**config.mk**
```make
export PLATFORM = sky130hd
export DESIGN_NAME = irq_combiner
export DESIGN_NICKNAME = d
export VERILOG_FILES = /design/src/rtl/irq_comb_pkg.sv /design/src/rtl/irq_comb_sync.sv /design/src/rtl/irq_comb_bank.sv /design/src/rtl/irq_combiner.sv
export SDC_FILE = /design/constraint.sdc
export NUM_CORES = 1
export LEC_CHECK = 0
export BUFFER_PORTS_ARGS = -buffer_cell sky130_fd_sc_hd__buf_4
export CORE_MARGIN = 2
export CORE_UTILIZATION = 45
export DETAILED_ROUTE_END_ITERATION = 16
export PLACE_DENSITY_LB_ADDON = 0.15
export SYNTH_ARGS = -nofsm -noshare
export SYNTH_HDL_FRONTEND = slang
export SYNTH_SLANG_ARGS = --single-unit
```
**constraint.sdc**
```tcl
create_clock -name clk -period 2.4 [get_ports clk]
set_input_delay 0.24 -clock clk [delete_from_list [all_inputs] [get_ports clk]]
set_output_delay 0.24 -clock clk [all_outputs]
set_load 0.005 [all_outputs]
```
**src/rtl/irq_comb_pkg.sv**
```systemverilog
package irq_comb_pkg;
    localparam int GRP_W     = 8;
    localparam int BANK_GRPS = 4;
    localparam int WORD_W    = GRP_W * BANK_GRPS;
    localparam int OFF_W     = 4;

    typedef enum logic [OFF_W-1:0] {
        REG_EN_SET  = 4'h0,
        REG_EN_CLR  = 4'h4,
        REG_PENDING = 4'hC
    } reg_off_e;

    function automatic logic [WORD_W-1:0] bank_mask(input int n_groups, input int bank);
        int left;
        left = n_groups - BANK_GRPS * bank;
        if (left >= BANK_GRPS) return '1;
        if (left <= 0) return '0;
        return (WORD_W'(1) << (GRP_W * left)) - WORD_W'(1);
    endfunction
endpackage

```
**src/rtl/irq_comb_sync.sv**
```systemverilog
module irq_comb_sync #(
    parameter int W = 8
) (
    input  logic         clk,
    input  logic         rst_n,
    input  logic [W-1:0] d,
    output logic [W-1:0] q
);
    logic [W-1:0] stage1;

    always_ff @(posedge clk) begin
        if (!rst_n) begin
            stage1 <= '0;
            q      <= '0;
        end else begin
            stage1 <= d;
            q      <= stage1;
        end
    end
endmodule

```
**src/rtl/irq_comb_bank.sv**
```systemverilog
module irq_comb_bank
    import irq_comb_pkg::*;
#(
    parameter int BANK_IDX = 0,
    parameter int N_GROUPS = 20
) (
    input  logic                 clk,
    input  logic                 rst_n,
    input  logic [WORD_W-1:0]    lvl,
    input  logic                 set_we,
    input  logic                 clr_we,
    input  logic [WORD_W-1:0]    wdata,
    output logic [WORD_W-1:0]    en_q,
    output logic [WORD_W-1:0]    pending,
    output logic [BANK_GRPS-1:0] grp_q
);
    localparam logic [WORD_W-1:0] VALID = bank_mask(N_GROUPS, BANK_IDX);

    logic [WORD_W-1:0] en_d;

    always_comb begin
        en_d = en_q;
        if (set_we) en_d = en_d | wdata;
        if (clr_we) en_d = en_d & ~wdata;
        en_d = en_d & VALID;
    end

    always_ff @(posedge clk) begin
        if (!rst_n) en_q <= '0;
        else        en_q <= en_d;
    end

    assign pending = lvl & en_q;

    for (genvar k = 0; k < BANK_GRPS; k++) begin : g_grp
        always_ff @(posedge clk) begin
            if (!rst_n) grp_q[k] <= 1'b0;
            else        grp_q[k] <= |pending[GRP_W*k +: GRP_W];
        end
    end

    p_absent_zero_r9: assert property (@(posedge clk) disable iff (!rst_n)
        (en_q & ~VALID) == '0);

    p_set_hits_r2: assert property (@(posedge clk) disable iff (!rst_n)
        set_we |=> ((en_q & $past(wdata) & VALID) == ($past(wdata) & VALID)));

    p_set_keeps_r2: assert property (@(posedge clk) disable iff (!rst_n)
        set_we |=> ((en_q & ~$past(wdata)) == ($past(en_q) & ~$past(wdata))));

    p_clr_hits_r3: assert property (@(posedge clk) disable iff (!rst_n)
        clr_we |=> ((en_q & $past(wdata)) == '0));

    p_idle_hold_r8: assert property (@(posedge clk) disable iff (!rst_n)
        !(set_we || clr_we) |=> $stable(en_q));
endmodule

```
**src/rtl/irq_combiner.sv**
```systemverilog
module irq_combiner
    import irq_comb_pkg::*;
#(
    parameter int N_GROUPS = 20,
    parameter int ADDR_W   = 8
) (
    input  logic                      clk,
    input  logic                      rst_n,
    input  logic [N_GROUPS*GRP_W-1:0] src_in,
    input  logic [ADDR_W-1:0]         bus_addr,
    input  logic                      bus_wr,
    input  logic [WORD_W-1:0]         bus_wdata,
    output logic [WORD_W-1:0]         bus_rdata,
    output logic [N_GROUPS-1:0]       grp_irq
);
    localparam int N_SRC   = N_GROUPS * GRP_W;
    localparam int N_BANKS = (N_GROUPS + BANK_GRPS - 1) / BANK_GRPS;
    localparam int PAD_W   = N_BANKS * WORD_W;
    localparam int BSEL_W  = ADDR_W - OFF_W;

    logic [N_SRC-1:0]           src_s;
    logic [PAD_W-1:0]           lvl_pad;
    logic [BSEL_W-1:0]          bsel;
    logic [OFF_W-1:0]           off;
    logic [WORD_W-1:0]          en_all  [N_BANKS];
    logic [WORD_W-1:0]          pend_all[N_BANKS];
    logic [N_BANKS*BANK_GRPS-1:0] grp_all;

    irq_comb_sync #(.W(N_SRC)) u_sync (
        .clk   (clk),
        .rst_n (rst_n),
        .d     (src_in),
        .q     (src_s)
    );

    assign lvl_pad = PAD_W'(src_s);
    assign bsel    = bus_addr[ADDR_W-1:OFF_W];
    assign off     = bus_addr[OFF_W-1:0];

    for (genvar b = 0; b < N_BANKS; b++) begin : g_bank
        logic hit;
        assign hit = bus_wr && (bsel == BSEL_W'(b));

        irq_comb_bank #(.BANK_IDX(b), .N_GROUPS(N_GROUPS)) u_bank (
            .clk     (clk),
            .rst_n   (rst_n),
            .lvl     (lvl_pad[WORD_W*b +: WORD_W]),
            .set_we  (hit && (off == REG_EN_SET)),
            .clr_we  (hit && (off == REG_EN_CLR)),
            .wdata   (bus_wdata),
            .en_q    (en_all[b]),
            .pending (pend_all[b]),
            .grp_q   (grp_all[BANK_GRPS*b +: BANK_GRPS])
        );
    end

    always_comb begin
        bus_rdata = '0;
        for (int b = 0; b < N_BANKS; b++) begin
            if (bsel == BSEL_W'(b)) begin
                case (off)
                    REG_EN_SET:  bus_rdata = en_all[b];
                    REG_PENDING: bus_rdata = pend_all[b];
                    default:     bus_rdata = '0;
                endcase
            end
        end
    end

    assign grp_irq = grp_all[N_GROUPS-1:0];

    p_unmapped_zero_r8: assert property (@(posedge clk) disable iff (!rst_n)
        (off == 4'h4 || off == 4'h8 || bsel >= BSEL_W'(N_BANKS)) |-> (bus_rdata == '0));
endmodule

```
; After elaboration in Yosys (flattened, before gate mapping)
; Cells that the tools add are included.
[word_totals]
elab_cells = 106
out_inout_bits = 52
register_bits = 500
input_bits = 203
[op_classes]
reduce_logical = 37
bitwise_logic = 16
n_eq_ne = 6
n_mux = 20
[ops]
columns = operator, n
row1 = $mux 32, 15
row2 = $and 32x32->32, 10
row3 = $pmux 32 s2, 5
row4 = $or 32x32->32, 5
row5 = $reduce_or 8->1, 20
row6 = $not 32->32, 1
row7 = $logic_and 1x1->1, 15
row8 = $eq 4x2->1 const B, 2
row9 = $eq 4x3->1 const B, 2
row10 = $logic_not 4->1, 2
row11 = $eq 4x1->1 const B, 1
row12 = $eq 4x4->1 const B, 1

; Logic depth before layout (Yosys ltp)
; Gate-level depths: netlist of run 1.
[depth]
word_depth = 7
depth_mapped = 8
ltp_nobuf = 4

; By module
; Synthesis of run 1 repeated with hierarchy kept, for this count alone.
[unflattened]
cells_unflattened = 2149
hier_area_um2 = 18935.7
[by_module_without_submodules]
columns = mod, area_each_um2, n_inst, seq_area_each_um2, cells_per_inst
row1 = irq_comb_sync, 8589.5, 1, 6406.1, 675
row2 = irq_comb_bank, 1591.5, 5, 720.7, 218
row3 = irq_combiner, 2388.5, 1, 0.0, 384

; Least setup slack after synthesis of run 1
; Ideal clock, no wire load.
[synth_timing]
path_kind = input port to output port
from = in bus_addr[7]
to = out bus_rdata[11]
path_stages = 6
t_arrival_ps = 1720
setup_slack_ps = 440
required_ps = 2160
n_path_buf = 2
cell_sequence = buf_2 -> or4b_1 -> buf_2 -> nor3_2 -> a31oi_1 -> a221oi_1
[synth_between]
elab_chain_len = 6
word_cells_on_any_way = 10
cone_classes = eq/ne: 4 / mux: 5 / reduce/logical: 1
[synth_lines]
columns = item, line
row1 = "start, declared", irq_combiner.sv:10  ; input logic [ADDR_W-1:0] bus_addr,
row2 = $logic_not 4->1, irq_combiner.sv:60  ; if (bsel == BSEL_W'(b)) begin
row3 = $mux 32 (4 in series), irq_combiner.sv:60
row4 = $mux 32 (*), irq_combiner.sv:60
row5 = "end, declared", irq_combiner.sv:13  ; output logic [WORD_W-1:0] bus_rdata,
; Every way passes the cells marked *; elsewhere a longest branch is shown, timed or not.

; Worst setup path after layout of run 1
[layout_timing]
from = reg u_sync.q[81]
to = out bus_rdata[17]
[layout_between]
elab_chain_len = 5
[layout_lines]
columns = item, line
row1 = "start, declared", irq_comb_sync.sv:7  ; output logic [W-1:0] q
row2 = "start signal, assigned", irq_comb_sync.sv:17  ; q <= stage1;
row3 = $and 32x32->32, irq_comb_bank.sv:33  ; assign pending = lvl & en_q;
row4 = $pmux 32 s2, irq_combiner.sv:61  ; case (off)
row5 = $mux 32 (3 in series), irq_combiner.sv:60
; No other way between the ends.

==> results.json, run 1 <==
{
  "yosys_warnings": 0,
  "yosys.area.top_type": "dfxtp_1",
  "syn_area_mm2": 0.0187,
  "post-cts-setup-buffers": 0,
  "first_iter_violations": 1433,
  "hold_violations": 0,
  "grt_use_met3_pct": 4.21,
  "dp_hpwl_um": 42500,
  "clkTransAtPathRegs_ps": 70,
  "dieHeight_um": 208,
  "portBuffers": 254,
  "clkPwrFrac_pct": 45.2,
  "switching_share_pct": 22.7,
  "internal_power_mw": 14.1,
  "end_kind": "primary output",
  "routed_wl_um": 62300,
  "clock_sinks": 500,
  "worst_slack_ps": 50.6,
  "syn2layout_area_growth_pct": 33.8,
  "post-place-ws_ps": 96.4,
  "post_synth_num_cell_types": 45,
  "async_reset_ff_share_pct": 0,
  "sequentialPowerShare_pct": 47.6,
  "num_rows": 74,
  "worstMarginPinSlew_ps": 897,
  "synth_fp_nets": 2082,
  "antenna_found_initial": 0,
  "yosys-top-cells-area": "dfxtp_1, and2_1, a21oi_1",
  "synth_area_per_cell_um2": 9.94,
  "cts_buffer_depth": 3,
  "period_share_pct": 97.9,
  "drive_above_1_share_pct": 20.0,
  "viasPerCell": 5.66,
  "numCtsBuffers": 50,
  "reg2reg_depth": 3,
  "fin_setup_tns_ps": 0,
  "hp-class": "in2reg",
  "path_class": "reg2out",
  "drv_cap": 0,
  "drc": 0,
  "cp_slowest_cell": "o2111ai_1",
  "gr-usage-met2_pct": 48.8,
  "ant_nets": 0,
  "die_x_um": 208,
  "slew_headroom_pct": 40.2,
  "initial_core_util_pct": 45.6,
  "ir_drop_v": 0.000445,
  "crit_fanout": 2,
  "crit_required_ps": 2160,
  "nets": 2451,
  "path_cells": "and3_1 > o2111ai_1 > and4_1 > o21ai_0 > buf_4",
  "grt_pass1_vias": 15800,
  "ys_ff_latch": 500,
  "dr.pass1.iters": 6,
  "vias": 16000,
  "leakagePower_nw": 9.55,
  "cts_tree": "yes",
  "yosys_most_used_dff": "dfxtp_1",
  "pwr-share-comb_pct": 7.2,
  "setup_violations": 0,
  "busiest_layer": "met2",
  "clkLatencyLatePin_ps": 600,
  "fin_skew_ps": 13.8,
  "crit_path_start_kind": "flip-flop",
  "grt_setup_unrepaired": "no",
  "max_stage_delay_ps": 390,
  "r2r_slack_ps": 1000,
  "wl_per_cell_um": 22.1,
  "grt_max_degree": 135,
  "arrival_ps": 2110,
  "grt_pass1_wl_um": 93700,
  "fmax_ghz": 0.426,
  "fillers": 3409,
  "status": "finished, final reports clean",
  "coreArea_mm2": 0.0409,
  "dieArea_mm2": 0.0431,
  "slew_viol_final": 0,
  "hold_depth": 3,
  "gp_congestion": 0.975,
  "post-route-min-period_ps": 2350,
  "htreeDepth": 2,
  "grt_usage_pct": 28.0,
  "pin_count": 255,
  "p_switching_mw": 4.15,
  "synthCells": 1879,
  "seq_area_frac_synth_pct": 53.6,
  "met1_usage_pct": 34.4,
  "synth_top_area_share_pct": 53.6,
  "p_per_area_mw_per_mm2": 730,
  "synth-edff-count": 0,
  "ctsRootBufferMaster": "clkbuf_16",
  "whs_ps": 118,
  "grt_overflow": 0
}
cell usage after synthesis (27+ instances only):
cell type and count:
and2_1 322, a211oi_2 30, a211oi_1 130, o21ai_0 32, a22oi_1 53, clkbuf_1 159
and3_1 82, nand3_1 33, nand2_1 27, dfxtp_1 500, o2111ai_1 79, a21oi_1 209
a31oi_1 29
layout make-up:
cell class | count | area (um^2) | area share [%]
multi-input combinational | 1178 | 7940 | 31.8
inverter | 8 | 35.0 | 0.140
clock buffer | 62 | 1410 | 5.63
tap | 532 | 666 | 2.66
clock inverter | 30 | 354 | 1.42
sequential | 500 | 10000 | 40.1
antenna | 1 | 2.50 | 0.0100
timing repair buffer | 510 | 4580 | 18.3
timing repair:
action                     in CTS  in global routing
setup endpoints to repair       3                  4
hold buffers                  192                  0
pin swaps                       0                  0
hold endpoints to repair      319                  0
gates resized for setup         3                  4
per-stage QoR:
stage	instances	area, um^2	util (%)	power, mW
after floorplan	1879	18700	-	9.32
after global placement	2536	21300	52.0	9.89
after detailed placement	2536	21300	52.0	9.90
after CTS	2820	25000	61.0	18.4
after global routing	2820	25000	61.0	18.8
final	2821	25000	61.1	18.2
cell families (layout without fill, tap and decap cells):
logic type / after synthesis / after routing / synth area share (%)
buffers and inverters: 201 / 610 / 4.36
AO/OA/AOI/OAI: 644 / 644 / 24.2
multiplexers: 6 / 6 / 0.322
AND/OR/NAND/NOR: 528 / 528 / 17.5
other: 0 / 1 / 0
flip-flops: 500 / 500 / 53.6
power by group through the flow:
stage / Sequential [mW] / Clock, mW / Combinational, mW
detailed placement: 8.86 / 0 / 1.04
floorplan: 8.79 / 0 / 0.529
finish: 8.68 / 8.24 / 1.31
global route: 8.69 / 8.70 / 1.40
global placement: 8.87 / 0 / 1.03
CTS: 8.68 / 8.38 / 1.29
metal layers:
layer,vias to the layer above,wire length (um)
met5,-,0
met4,0,2650
met3,131,3530
met2,616,30700
met1,7616,25400
li1,7617,-
worst max-delay path: cells and delay by family, from the launching register on:
family                 cells  cell delay [ps]
flip-flops                 1              310
buffers and inverters      1              150
AND/OR/NAND/NOR            2              530
AO/OA/AOI/OAI              2              510
placed cells by master, fill, tap and decap left out, types with 3 or more instances in the layout:
master         netlist  final
dfxtp_1            500    500
and2_1             322    322
buf_4                3    296
a21oi_1            209    209
dlygate4sd3_1        0    192
a211oi_1           130    130
and3_1              82     82
o2111ai_1           79     78
a22oi_1             53     53
clkbuf_16            0     51
nand3_1             33     33
o21ai_0             32     31
a211oi_2            30     30
a31oi_1             29     29
nand2_1             27     27
a221oi_1            22     21
buf_12               0     21
a21o_1              20     20
a22o_1              18     18
and4_1              17     17
nor2_1              22     16
clkinv_2             0     11
clkbuf_8             0      9
a311o_1              8      8
nand3b_1             8      8
inv_1                7      7
mux2i_1              6      6
inv_6                0      6
bufinv_16            0      6
clkinvlp_4           0      5
o311ai_1             0      4
nor2_2               0      4
o211ai_1             3      3
a41oi_1              3      3
worst paths after layout:
path                                      from                                   end
hold reg to reg   u_sync.stage1[76]$_SDFF_PN0_               u_sync.q[76]$_SDFF_PN0_
setup / recovery       u_sync.q[81]$_SDFF_PN0_                         bus_rdata[17]
setup reg to reg       u_sync.q[23]$_SDFF_PN0_  g_bank[0].u_bank.grp_q[2]$_SDFF_PN0_
hold / removal                           rst_n                             flip-flop
Note: power is estimated with default switching activity, not from simulation.
==> run 2, diff against run 1 <==
Settings changed: CELL_PAD_IN_SITES_DETAIL_PLACEMENT from default to 1, CELL_PAD_IN_SITES_GLOBAL_PLACEMENT from default to 1, CORE_UTILIZATION 45 to 44.
==> results.json, run 2 (synthesis results as in run 1) <==
{
  "grt_pass1_wl_um": 105000,
  "met1_length_um": 28000,
  "grt_usage_pct": 31.1,
  "crit_path_start_kind": "flip-flop",
  "dr.pass1.iters": 5,
  "highest_layer": "met5",
  "fillers": 4453,
  "nets": 2440,
  "slew_headroom_pct": 41.9,
  "dp_hpwl_um": 42800,
  "regArea_mm2": 0.0100,
  "gp_congestion": 0.898,
  "grt_max_degree": 219,
  "num_rows": 75,
  "setup_violations": 0,
  "die_x_um": 210,
  "instances_no_fill": 2818,
  "final_cell_mix": "dfxtp_1, and2_1, buf_4",
  "wl_per_cell_um": 24.5,
  "r2r_slack_ps": 1100,
  "worstMarginPinSlew_ps": 872,
  "dieArea_mm2": 0.0441,
  "numCtsBuffers": 52,
  "hp-class": "in2reg",
  "vias": 16500,
  "fin_skew_ps": 16.0,
  "slew_viol_final": 0,
  "grt_pass1_vias": 17500,
  "grt_setup_unrepaired": "no",
  "path_class": "reg2out",
  "viasPerCell": 5.87,
  "post-place-ws_ps": -13.0,
  "post-route-util_pct": 59.3,
  "drv_cap": 0,
  "cts_buffer_depth": 3,
  "first_iter_violations": 1313,
  "rr_startpoint": "u_sync.q[65]$_SDFF_PN0_",
  "ant_nets": 0,
  "routed_wl_um": 69000,
  "place_area_mm2": 0.0212,
  "fmax_ghz": 0.429,
  "portBuffers": 254,
  "status": "finished, final reports clean",
  "period_share_pct": 97.1,
  "crit_required_ps": 2160,
  "dieHeight_um": 210,
  "clkTransAtPathRegs_ps": 60,
  "grt_overflow": 0,
  "drc": 0,
  "final_common_cell": "dfxtp_1",
  "ir_drop_v": 0.000549,
  "fin_setup_tns_ps": 0,
  "hold_violations": 0,
  "wl_met3_um": 4310,
  "post-route-min-period_ps": 2330,
  "design_area_mm2": 0.0249,
  "min-delay-start": "rst_n",
  "drive_above_1_share_pct": 19.2,
  "htreeDepth": 2,
  "p_per_area_mw_per_mm2": 743,
  "hold_depth": 3,
  "leakagePower_nw": 9.49,
  "multi_input_area_mm2": 0.00794,
  "worst_slack_ps": 70.8,
  "dr_wl_met2_um": 33300,
  "ctsRootBufferMaster": "clkbuf_16",
  "clkLatencyLatePin_ps": 600,
  "rr_endpoint": "g_bank[2].u_bank.grp_q[0]$_SDFF_PN0_",
  "arrival_ps": 2090,
  "reg2reg_depth": 3,
  "pin_count": 255,
  "antenna_found_initial": 5,
  "cts_tree": "yes",
  "dpl.cell_count": 2529,
  "syn2layout_area_growth_pct": 33.3,
  "end_kind": "primary output",
  "initial_core_util_pct": 44.5,
  "crit_fanout": 2,
  "clock_sinks": 500,
  "coreArea_mm2": 0.0419
}
[run 2: changes by cell type in the layout (fill, tap and decap cells not counted), moves of 4 or more]
cell	previous run	this run
buf_4	296	285
clkbuf_1	2	9
o311ai_0	0	4
o311ai_1	4	0
[run 2: what timing repair did]
action / in CTS / in global routing
setup buffers: 0 / 0
gates resized for setup: 1 / 1
endpoints found under the setup margin: 1 / 1
endpoints found under the hold margin: 320 / 0
hold buffers: 193 / 0
gates cloned: 0 / 0
[run 2: metal layers]
| metal | track usage, % | vias to the layer above |
|---|---|---|
| met4 | 15.4 | 2 |
| li1 | - | 7576 |
| met5 | 0 | - |
| met1 | 38.5 | 8090 |
| met3 | 5.48 | 172 |
| met2 | 52.4 | 690 |
[run 2: how the worst max path moves through the flow]
stage / cells past startpoint / slack (ps) / endpoint / startpoint
final: 5 / 70 / bus_rdata[30] / u_sync.q[94]$_SDFF_PN0_
after global routing: 5 / 20 / bus_rdata[30] / u_sync.q[94]$_SDFF_PN0_
after CTS: 5 / 50 / bus_rdata[5] / u_sync.q[37]$_SDFF_PN0_
after detailed placement: 6 / -10 / bus_rdata[14] / bus_addr[6]
after global placement: 6 / 150 / bus_rdata[16] / bus_addr[4]
after floorplan: 6 / 440 / bus_rdata[11] / bus_addr[7]
[run 2: report_power, final]
part	internal [mW]	total, mW	switching [mW]
sequential	8.56	8.69	0.138
clock	5.03	8.44	3.42
combinational	0.673	1.35	0.675
[run 2: critical path, stage by stage (launching register included)]
cell,delay [ps]
dfxtp_1,330
and3_1,180
o2111ai_1,240
o21ai_0,200
a311o_1,390
buf_4,150
[run 2: metrics by stage]
step	power (mW)	hold slack (ps)
2_1_floorplan	9.32	362
3_3_place_gp	9.89	419
3_5_place_dp	9.91	421
4_1_cts	18.5	142
5_1_grt	19.0	193
6_report	18.5	175
[run 2: area by class of cell]
cell class                      count  share of cell area, %
Sequential cell                   500                   40.2
Multi-Input combinational cell   1178                   31.9
Timing Repair Buffer              497                   17.9
Clock buffer                       73                   6.07
Tap cell                          539                   2.71
Clock inverter                     20                   1.08
Inverter                            8                  0.141
Antenna cell                        3                 0.0302
